--- config.mk ---
export PLATFORM = sky130hd
export DESIGN_NAME = nia_engine
export DESIGN_NICKNAME = d
export VERILOG_FILES = /design/src/rtl/nia_pkg.sv /design/src/rtl/nia_poll_ctr.sv /design/src/rtl/nia_outer.sv /design/src/rtl/nia_engine.sv
export SDC_FILE = /design/constraint.sdc
export NUM_CORES = 1
export LEC_CHECK = 0
export BUFFER_PORTS_ARGS = -buffer_cell sky130_fd_sc_hd__clkbuf_2
export CORE_UTILIZATION = 40
export CTS_BUF_LIST = sky130_fd_sc_hd__clkbuf_2
export CTS_CLUSTER_DIAMETER = 150
export DETAILED_ROUTE_END_ITERATION = 10
export PLACE_DENSITY_LB_ADDON = 0.05
export SLEW_MARGIN = 20
export SYNTH_ARGS = -nofsm -noshare
export SYNTH_HDL_FRONTEND = slang
export SYNTH_SLANG_ARGS = --single-unit
--- constraint.sdc ---
create_clock -name clk -period 2.79 [get_ports clk]
set_input_delay 0.279 -clock clk [delete_from_list [all_inputs] [get_ports clk]]
set_output_delay 0.279 -clock clk [all_outputs]
set_load 0.005 [all_outputs]
--- src/rtl/nia_pkg.sv ---
package nia_pkg;
   localparam int unsigned FLD_W    = 5;
   localparam int unsigned BUSY_BIT = 15;
   localparam logic [FLD_W-1:0] SW_CMD_REG   = 5'h00;
   localparam logic [FLD_W-1:0] SW_DATA_REG  = 5'h01;
   localparam logic [FLD_W-1:0] PHY_CMD_REG  = 5'h18;
   localparam logic [FLD_W-1:0] PHY_DATA_REG = 5'h19;

   typedef enum logic [2:0] {O_IDLE, O_PRE, O_WDAT, O_CMD, O_POST, O_RDAT, O_DIR} ostate_t;
   typedef enum logic [2:0] {I_IDLE, I_PASS, I_WDAT, I_CMD, I_POLL, I_RDAT} istate_t;

   // busy | clause bit | opcode | device | register
   function automatic logic [15:0] cmd_word(input logic wr, input logic [FLD_W-1:0] dev,
                                            input logic [FLD_W-1:0] rg);
      cmd_word = 16'h9000 | (wr ? 16'h0400 : 16'h0800) | {6'd0, dev, rg};
   endfunction
endpackage

--- src/rtl/nia_poll_ctr.sv ---
module nia_poll_ctr #(
   parameter int POLL_W = 8
) (
   input  logic              clk,
   input  logic              rst_n,
   input  logic              clr,
   input  logic              step,
   input  logic [POLL_W-1:0] limit,
   output logic              last
);
   logic [POLL_W-1:0] cnt;

   always_ff @(posedge clk or negedge rst_n) begin
      if (!rst_n)                     cnt <= '0;
      else if (clr)                   cnt <= '0;
      else if (step && (cnt != '1))   cnt <= cnt + 1'b1;
   end

   // current attempt is the final one allowed (a limit of 0 allows one)
   assign last = ({1'b0, cnt} + {{POLL_W{1'b0}}, 1'b1}) >= {1'b0, limit};

   a_r7_count_bounded: assert property (@(posedge clk) disable iff (!rst_n)
      (step && !clr && last) |=> (cnt >= limit) || (cnt == '1));
endmodule

--- src/rtl/nia_outer.sv ---
module nia_outer import nia_pkg::*; #(
   parameter int BUS_W     = 32,
   parameter int POLL_W    = 8,
   parameter bit DIRECT_EN = 1'b1
) (
   input  logic              clk,
   input  logic              rst_n,
   input  logic [FLD_W-1:0]  bus_addr,
   input  logic [POLL_W-1:0] poll_limit,
   input  logic              start,
   input  logic              we,
   input  logic [FLD_W-1:0]  dev,
   input  logic [FLD_W-1:0]  rg,
   input  logic [15:0]       wdata,
   output logic              idle,
   output logic              done,
   output logic              err,
   output logic [15:0]       rdata,
   output logic              mg_valid,
   output logic              mg_write,
   output logic [FLD_W-1:0]  mg_addr,
   output logic [FLD_W-1:0]  mg_reg,
   output logic [BUS_W-1:0]  mg_wdata,
   input  logic              mg_ack,
   input  logic [BUS_W-1:0]  mg_rdata
);
   initial assert (BUS_W >= 16) else $error("nia_outer: BUS_W below 16");

   ostate_t st, nxt;
   logic we_q, direct_q, direct_sel, fin, fin_err, last, busy_rd, poll_st;
   logic [FLD_W-1:0] dev_q, rg_q, ba_q;
   logic [15:0] wd_q, fin_data;
   logic unused_rd_all;

   assign unused_rd_all = ^mg_rdata;

   if (DIRECT_EN) begin : g_direct
      assign direct_sel = (bus_addr == '0);
   end else begin : g_indirect_only
      assign direct_sel = 1'b0;
   end

   assign idle    = (st == O_IDLE);
   assign busy_rd = mg_rdata[BUSY_BIT];
   assign poll_st = (st == O_PRE) || (st == O_POST);

   nia_poll_ctr #(.POLL_W(POLL_W)) u_poll (
      .clk(clk), .rst_n(rst_n), .clr(!poll_st), .step(poll_st && mg_ack && busy_rd),
      .limit(poll_limit), .last(last));

   always_comb begin
      mg_valid = (st != O_IDLE);
      mg_write = 1'b0;
      mg_addr  = ba_q;
      mg_reg   = SW_CMD_REG;
      mg_wdata = '0;
      case (st)
         O_WDAT: begin mg_write = 1'b1; mg_reg = SW_DATA_REG; mg_wdata = BUS_W'(wd_q); end
         O_CMD:  begin mg_write = 1'b1; mg_wdata = BUS_W'(cmd_word(we_q, dev_q, rg_q)); end
         O_RDAT: mg_reg = SW_DATA_REG;
         O_DIR:  begin mg_write = we_q; mg_addr = dev_q; mg_reg = rg_q; mg_wdata = BUS_W'(wd_q); end
         default: ;
      endcase
   end

   always_comb begin
      nxt = st; fin = 1'b0; fin_err = 1'b0; fin_data = '0;
      case (st)
         O_IDLE: if (start) nxt = direct_sel ? O_DIR : O_PRE;
         O_PRE: if (mg_ack) begin
            if (!busy_rd)  nxt = we_q ? O_WDAT : O_CMD;
            else if (last) begin fin = 1'b1; fin_err = 1'b1; end
         end
         O_WDAT: if (mg_ack) nxt = O_CMD;
         O_CMD:  if (mg_ack) nxt = O_POST;
         O_POST: if (mg_ack) begin
            if (!busy_rd) begin
               if (we_q) fin = 1'b1;
               else      nxt = O_RDAT;
            end else if (last) begin fin = 1'b1; fin_err = 1'b1; end
         end
         O_RDAT: if (mg_ack) begin fin = 1'b1; fin_data = mg_rdata[15:0]; end
         O_DIR:  if (mg_ack) begin fin = 1'b1; fin_data = we_q ? 16'h0 : mg_rdata[15:0]; end
         default: nxt = O_IDLE;
      endcase
      if (fin) nxt = O_IDLE;
   end

   always_ff @(posedge clk or negedge rst_n) begin
      if (!rst_n) begin
         st <= O_IDLE; done <= 1'b0; err <= 1'b0; rdata <= '0;
         we_q <= 1'b0; direct_q <= 1'b0; dev_q <= '0; rg_q <= '0; wd_q <= '0; ba_q <= '0;
      end else begin
         st   <= nxt;
         done <= fin;
         if (fin) begin err <= fin_err; rdata <= fin_data; end
         if (idle && start) begin
            we_q <= we; dev_q <= dev; rg_q <= rg; wd_q <= wdata;
            ba_q <= bus_addr; direct_q <= direct_sel;
         end
      end
   end

   // checker state: a free poll and a data load seen in the current transfer
   logic free_seen, data_loaded;
   always_ff @(posedge clk or negedge rst_n) begin
      if (!rst_n) begin
         free_seen <= 1'b0; data_loaded <= 1'b0;
      end else if (idle && start) begin
         free_seen <= 1'b0; data_loaded <= 1'b0;
      end else if (mg_valid && mg_ack) begin
         if (!mg_write && mg_reg == SW_CMD_REG && !busy_rd) free_seen <= 1'b1;
         if (mg_write && mg_reg == SW_DATA_REG)              data_loaded <= 1'b1;
      end
   end

   a_r1_poll_before_cmd: assert property (@(posedge clk) disable iff (!rst_n)
      (mg_valid && mg_write && !direct_q) |-> free_seen);
   a_r2_data_before_cmd: assert property (@(posedge clk) disable iff (!rst_n)
      (mg_valid && mg_write && !direct_q && mg_reg == SW_CMD_REG && mg_wdata[10]) |-> data_loaded);
   a_r10_hold_until_ack: assert property (@(posedge clk) disable iff (!rst_n)
      (mg_valid && !mg_ack) |=> (mg_valid && $stable(mg_write) && $stable(mg_addr)
                                 && $stable(mg_reg) && $stable(mg_wdata)));
endmodule

--- src/rtl/nia_engine.sv ---
module nia_engine import nia_pkg::*; #(
   parameter int              BUS_W     = 32,
   parameter int              POLL_W    = 8,
   parameter logic [4:0]      PHY_GRP   = 5'h1C,
   parameter bit              DIRECT_EN = 1'b1
) (
   input  logic              clk,
   input  logic              rst_n,
   input  logic [4:0]        cfg_bus_addr,
   input  logic [POLL_W-1:0] cfg_poll_limit,
   input  logic              req_valid,
   output logic              req_ready,
   input  logic              req_phy,
   input  logic              req_write,
   input  logic [4:0]        req_dev,
   input  logic [4:0]        req_reg,
   input  logic [15:0]       req_wdata,
   output logic              rsp_done,
   output logic              rsp_err,
   output logic [15:0]       rsp_rdata,
   output logic              mg_valid,
   output logic              mg_write,
   output logic [4:0]        mg_addr,
   output logic [4:0]        mg_reg,
   output logic [BUS_W-1:0]  mg_wdata,
   input  logic              mg_ack,
   input  logic [BUS_W-1:0]  mg_rdata
);
   initial assert (BUS_W >= 16 && POLL_W >= 1) else $error("nia_engine: bad parameters");

   istate_t ist, nxt;
   logic we_q, o_we, o_start, o_idle, o_done, o_err, i_last, fin, fin_err;
   logic [FLD_W-1:0] dev_q, rg_q, o_dev, o_rg;
   logic [15:0] wd_q, o_wd, o_rdata, fin_data;

   assign req_ready = (ist == I_IDLE);
   assign o_start   = (ist != I_IDLE) && o_idle && !o_done;

   always_comb begin
      o_we = 1'b0; o_dev = PHY_GRP; o_rg = PHY_CMD_REG; o_wd = '0;
      case (ist)
         I_PASS: begin o_we = we_q; o_dev = dev_q; o_rg = rg_q; o_wd = wd_q; end
         I_WDAT: begin o_we = 1'b1; o_rg = PHY_DATA_REG; o_wd = wd_q; end
         I_CMD:  begin o_we = 1'b1; o_wd = cmd_word(we_q, dev_q, rg_q); end
         I_RDAT: o_rg = PHY_DATA_REG;
         default: ;
      endcase
   end

   nia_outer #(.BUS_W(BUS_W), .POLL_W(POLL_W), .DIRECT_EN(DIRECT_EN)) u_outer (
      .clk(clk), .rst_n(rst_n), .bus_addr(cfg_bus_addr), .poll_limit(cfg_poll_limit),
      .start(o_start), .we(o_we), .dev(o_dev), .rg(o_rg), .wdata(o_wd),
      .idle(o_idle), .done(o_done), .err(o_err), .rdata(o_rdata),
      .mg_valid(mg_valid), .mg_write(mg_write), .mg_addr(mg_addr), .mg_reg(mg_reg),
      .mg_wdata(mg_wdata), .mg_ack(mg_ack), .mg_rdata(mg_rdata));

   nia_poll_ctr #(.POLL_W(POLL_W)) u_ipoll (
      .clk(clk), .rst_n(rst_n), .clr(ist != I_POLL),
      .step((ist == I_POLL) && o_done && !o_err && o_rdata[BUSY_BIT]),
      .limit(cfg_poll_limit), .last(i_last));

   always_comb begin
      nxt = ist; fin = 1'b0; fin_err = 1'b0; fin_data = '0;
      case (ist)
         I_IDLE: if (req_valid) nxt = req_phy ? (req_write ? I_WDAT : I_CMD) : I_PASS;
         default: if (o_done) begin
            if (o_err) begin fin = 1'b1; fin_err = 1'b1; end
            else case (ist)
               I_PASS, I_RDAT: begin fin = 1'b1; fin_data = o_rdata; end
               I_WDAT: nxt = I_CMD;
               I_CMD:  nxt = I_POLL;
               I_POLL: begin
                  if (!o_rdata[BUSY_BIT]) begin
                     if (we_q) fin = 1'b1;
                     else      nxt = I_RDAT;
                  end else if (i_last) begin fin = 1'b1; fin_err = 1'b1; end
               end
               default: ;
            endcase
         end
      endcase
      if (fin) nxt = I_IDLE;
   end

   always_ff @(posedge clk or negedge rst_n) begin
      if (!rst_n) begin
         ist <= I_IDLE; rsp_done <= 1'b0; rsp_err <= 1'b0; rsp_rdata <= '0;
         we_q <= 1'b0; dev_q <= '0; rg_q <= '0; wd_q <= '0;
      end else begin
         ist      <= nxt;
         rsp_done <= fin;
         if (fin) begin rsp_err <= fin_err; rsp_rdata <= fin_data; end
         if (req_ready && req_valid) begin
            we_q <= req_write; dev_q <= req_dev; rg_q <= req_reg; wd_q <= req_wdata;
         end
      end
   end

   a_r8_ready_drops: assert property (@(posedge clk) disable iff (!rst_n)
      (req_valid && req_ready) |=> !req_ready);
   a_r8_done_pulse: assert property (@(posedge clk) disable iff (!rst_n)
      rsp_done |=> !rsp_done);
   a_r7_err_only_at_done: assert property (@(posedge clk) disable iff (!rst_n)
      !rsp_done |-> $stable(rsp_err));
   a_r9_idle_quiet: assert property (@(posedge clk) disable iff (!rst_n)
      req_ready |-> !mg_valid);
endmodule

==> report_table.html <==
<table>
<tr><th>Metric</th><th>Value</th></tr>
<tr><th colspan="2">Outcome</th></tr>
<tr><td>Status</td><td>finished clean</td></tr>
<tr><th colspan="2">GRT</th></tr>
<tr><td>Number of global-route vias before repair</td><td>4623</td></tr>
<tr><td>Residual overflow from global routing</td><td>0</td></tr>
<tr><td>Largest net degree at the start of global routing</td><td>60</td></tr>
<tr><td>Antenna violations before repair</td><td>0</td></tr>
<tr><td>Wire length of the first global-routing pass</td><td>23700 um</td></tr>
<tr><td>GRT Resource Usage Total</td><td>20.5%</td></tr>
<tr><th colspan="2">Die</th></tr>
<tr><td>Starting Density</td><td>41.8%</td></tr>
<tr><td>Die extent in x</td><td>123 um</td></tr>
<tr><td>Die Footprint</td><td>15200 um2</td></tr>
<tr><td>Vertical extent of the die</td><td>123 um</td></tr>
<tr><td># IOs</td><td>140</td></tr>
<tr><td>Floorplan Core Area</td><td>14100 um2</td></tr>
<tr><td>Cell Rows</td><td>43</td></tr>
<tr><th colspan="2">Finish</th></tr>
<tr><td>Commonest non-fill, non-tap cells in the layout</td><td>sky130_fd_sc_hd__clkbuf_2, sky130_fd_sc_hd__dfrtp_1, sky130_fd_sc_hd__nor2_1</td></tr>
<tr><td>Number of antenna cells inserted</td><td>0</td></tr>
<tr><td>Leading cell type in the layout, fill and taps excluded</td><td>sky130_fd_sc_hd__clkbuf_2</td></tr>
<tr><td>Final net count</td><td>837</td></tr>
<tr><td>Area growth from synthesis to layout</td><td>30.8%</td></tr>
<tr><td>Total area of multi-input combinational cells</td><td>2880 um2</td></tr>
<tr><td>Layout Cells excl Fill</td><td>935</td></tr>
<tr><td>Fill cell total of the finished layout</td><td>1283</td></tr>
<tr><td>Layout cells sized above 1</td><td>32.3%</td></tr>
<tr><td>Post-layout instance area</td><td>7700 um2</td></tr>
<tr><td>FF/Latch Area</td><td>2930 um2</td></tr>
<tr><th colspan="2">Setup path</th></tr>
<tr><td>Arrival time at the worst endpoint</td><td>3.30 ns</td></tr>
<tr><td>Worst EP required</td><td>3.39 ns</td></tr>
<tr><td>Critical path peak fanout</td><td>5</td></tr>
<tr><td>Critical setup path kind</td><td>flop to flop</td></tr>
<tr><td>Capture instance of the worst register-to-register path</td><td>rsp_rdata[6]</td></tr>
<tr><td>Logic depth of the worst register-to-register path</td><td>10</td></tr>
<tr><td>Chain of cells forming the critical path</td><td>ha_4, nand3_4, xnor2_2, ha_1, or2_1, a41oi_2, a221o_1, and4b_2, or3_4, a22o_1</td></tr>
<tr><td>Crit Reg-Reg Startpoint</td><td>u_ipoll.cnt[0]</td></tr>
<tr><td>Startpoint type of the worst setup path</td><td>flop</td></tr>
<tr><td>Slowest stage cell, crit path</td><td>sky130_fd_sc_hd__dfrtp_1</td></tr>
<tr><td>Minimum setup slack among reg-to-reg paths</td><td>0.09 ns</td></tr>
<tr><td>Worst Setup End Kind</td><td>flop</td></tr>
<tr><td>CP max stage delay</td><td>0.44 ns</td></tr>
<tr><th colspan="2">Timing</th></tr>
<tr><td>Setup repair after global routing missed its margin</td><td>true</td></tr>
<tr><td>Transition time at the pin with the least slew margin</td><td>0.922 ns</td></tr>
<tr><td>Hold Violations, Final</td><td>0</td></tr>
<tr><td>Slew Limit Headroom</td><td>38.4%</td></tr>
<tr><td>Setup Viol. Count Final</td><td>0</td></tr>
<tr><td>Final Skew</td><td>0.0266 ns</td></tr>
<tr><td>Max-slew violation count</td><td>0</td></tr>
<tr><td>Final critical-path share of the clock period</td><td>96.7%</td></tr>
<tr><td>Upper clock frequency limit</td><td>371 MHz</td></tr>
<tr><td>Crit path time final</td><td>2.70 ns</td></tr>
<tr><th colspan="2">Route</th></tr>
<tr><td>Count of routing violations after the opening detailed-route iteration</td><td>385</td></tr>
<tr><td>Average detailed-routed wire length per instance</td><td>16.1 um</td></tr>
<tr><td>Remaining number of nets flagged by the antenna check after routing</td><td>0</td></tr>
<tr><td>Number of search-and-repair iterations in the first detailed-routing pass</td><td>5</td></tr>
<tr><td>Vias per std cell</td><td>5.17</td></tr>
<tr><td>Vias after detailed routing</td><td>4832</td></tr>
<tr><td>DR DRC count</td><td>0</td></tr>
<tr><td>Detailed-route wire length</td><td>15000 um</td></tr>
<tr><th colspan="2">Worst hold path</th></tr>
<tr><td>Path category of the worst min-delay check</td><td>primary input to async pin</td></tr>
<tr><th colspan="2">Logic synthesis</th></tr>
<tr><td>Syn. warnings</td><td>0</td></tr>
<tr><td>Most used flip-flop cell after synthesis</td><td>sky130_fd_sc_hd__dfrtp_1</td></tr>
<tr><td>Number of different library cells in the post-synthesis netlist</td><td>51</td></tr>
<tr><td>Flip-flop and latch count after synthesis</td><td>117</td></tr>
<tr><td>Proportion of synthesized flip-flops having asynchronous set or reset</td><td>100%</td></tr>
<tr><td>Fraction of the yosys area taken by sequential cells</td><td>49.7%</td></tr>
<tr><td>Gate Count Post-Synth</td><td>570</td></tr>
<tr><td>Number of synthesized flops with an enable pin</td><td>0</td></tr>
<tr><td>Post-Syn Area per Cell</td><td>10.3 um2</td></tr>
<tr><td>Cell Area, Synth</td><td>5890 um2</td></tr>
<tr><th colspan="2">Clock tree</th></tr>
<tr><td>Maximum buffer depth of the clock tree</td><td>2</td></tr>
<tr><td>Clock tree from TritonCTS</td><td>built</td></tr>
<tr><td>Clock Pin Slew Worst Setup and Hold Paths</td><td>0.19 ns</td></tr>
<tr><td>CTS root buffer</td><td>sky130_fd_sc_hd__clkbuf_2</td></tr>
<tr><td>H-tree Lvls</td><td>4</td></tr>
<tr><td>Number of buffers inserted during clock tree synthesis</td><td>17</td></tr>
<tr><td>Total number of clock tree sinks</td><td>117</td></tr>
<tr><td>Worst skew pair latency</td><td>0.71 ns</td></tr>
<tr><th colspan="2">Power and ir drop</th></tr>
<tr><td>Peak supply drop</td><td>0.434 mV</td></tr>
<tr><td>Total power per unit cell area</td><td>806 nW/um2</td></tr>
<tr><td>P_leak</td><td>3.65 nW</td></tr>
<tr><th colspan="2">Run</th></tr>
<tr><td>Number of maximum-capacitance constraint violations</td><td>0</td></tr>
<tr><th colspan="2">Placed design</th></tr>
<tr><td>Routability Congestion</td><td>0.879</td></tr>
<tr><td>Port buffer count</td><td>107</td></tr>
<tr><td>Total instance count after detailed placement</td><td>844</td></tr>
<tr><td>Post-detail-place hpwl</td><td>10000 um</td></tr>
<tr><td>Placed Area</td><td>6670 um2</td></tr>
</table>
[worst max-delay path by stage]
stage                                from       endpoint  slack [ns]  cells after the start
floorplan                  u_ipoll.cnt[2]   rsp_rdata[0]       0.006                     13
global placement    u_outer.u_poll.cnt[0]  u_outer.st[1]        0.03                     11
detailed placement  u_outer.u_poll.cnt[0]  u_outer.st[1]       -0.03                     11
CTS                 u_outer.u_poll.cnt[0]  u_outer.st[0]      -0.007                     12
global route               u_ipoll.cnt[3]  rsp_rdata[11]       -0.03                     10
finish                     u_ipoll.cnt[0]   rsp_rdata[6]        0.09                     10
[metrics by stage]
stage / hold slack [ns] / total power, mW / TNS [ns] / setup slack [ns] / utilization (%)
2_1_floorplan: -0.0166 / 4.04 / 0 / 0.00644 / -
3_3_place_gp: 0.303 / 4.80 / 0 / 0.0342 / 47.3
3_5_place_dp: 0.316 / 4.84 / -0.0388 / -0.0275 / 47.3
4_1_cts: 0.0391 / 6.14 / -0.00672 / -0.00672 / 53.0
5_1_grt: 0.0465 / 6.70 / -0.160 / -0.0334 / 54.6
6_report: 0.0860 / 6.20 / 0 / 0.0916 / 54.6
[logic make-up (layout without fill, tap and decap cells)]
kind of cell             Yosys count  after routing  synth area share (%)
AND/OR/NAND/NOR                  150            152                  12.2
AO/OA/AOI/OAI                    143            143                  16.7
flip-flops                       117            117                  49.7
buffers and inverters             76            244                  6.29
multiplexers                      37             37                  7.03
XOR/XNOR                          28             28                  4.16
adder cells (fa/ha/maj)           18             18                  3.82
other                              1             16                0.0637
[layer usage]
metal	part of all wire, %	wire (um)	up-vias	track usage, %
met3	5.0	749	16	4.70
li1	-	-	2346	-
met2	44	6670	155	30.1
met5	0	0	-	0
met1	49	7440	2315	29.7
met4	1.2	175	0	6.55
[worst max-delay path: cells and delay by family, from the launching register on]
family / cells / cell delay, ns
adder cells (fa/ha/maj): 2 / 0.46
XOR/XNOR: 1 / 0.15
AO/OA/AOI/OAI: 3 / 0.64
AND/OR/NAND/NOR: 4 / 0.92
flip-flops: 1 / 0.44
[state kept, by name (all words and copies together) (netlist names), 3 cells and up]
| name | count |
|---|---|
| dev_q | 5 |
| ist | 3 |
| rg_q | 5 |
| rsp_rdata | 16 |
| u_ipoll.cnt | 8 |
| u_outer.ba_q | 5 |
| u_outer.dev_q | 5 |
| u_outer.rdata | 16 |
| u_outer.rg_q | 5 |
| u_outer.st | 3 |
| u_outer.u_poll.cnt | 8 |
| u_outer.wd_q | 16 |
| wd_q | 16 |
[synth_stat cells, drive strengths merged (2+ instances only)]
cell type	number	area (um2)
a21oi	39	195
nor3b	2	15.0
a41oi	2	17.5
buf	33	209
mux2i	2	20.0
nor3	6	35.0
and3	9	56.3
a22oi	11	82.6
dfrtp	117	2930
nand4	5	31.3
nand2b	4	25.0
xor2	20	175
nand2	24	90.1
nor2	62	233
inv	24	90.1
and2	5	31.3
o22ai	3	18.8
a21o	4	30.0
or2	2	12.5
a211o	2	17.5
nor2b	5	31.3
a31oi	6	37.5
a22o	43	377
o31ai	5	37.5
mux2	35	394
xnor2	8	70.1
nand3	15	75.1
nor4	4	31.3
ha	18	225
o311ai	2	17.5
clkbuf	19	71.3
or3	5	31.3
o21ai	21	109
[repair_timing]
| action | CTS | global route |
|---|---|---|
| hold buffers | 51 | 0 |
| setup buffers | 0 | 7 |
| hold endpoints to repair | 142 | 0 |
| pin swaps | 1 | 28 |
| setup endpoints to repair | 36 | 46 |
| gates cloned | 0 | 2 |
| gates resized for setup | 6 | 37 |
[where the power goes]
| group | switching, mW | total, mW | internal [mW] |
|---|---|---|---|
| sequential | 0.469 | 2.72 | 2.25 |
| clock | 0.704 | 1.22 | 0.512 |
| combinational | 1.15 | 2.27 | 1.12 |
[final cells by class]
| class | instances | share of cell area, % |
|---|---|---|
| well taps | 180 | 2.92 |
| clock buffers | 18 | 1.17 |
| multi-input cells | 394 | 37.4 |
| inverters | 24 | 1.17 |
| clock inverters | 14 | 2.29 |
| repair buffers | 188 | 17.1 |
| flip-flops and latches | 117 | 38.0 |
(Power assumes the default switching activity.)
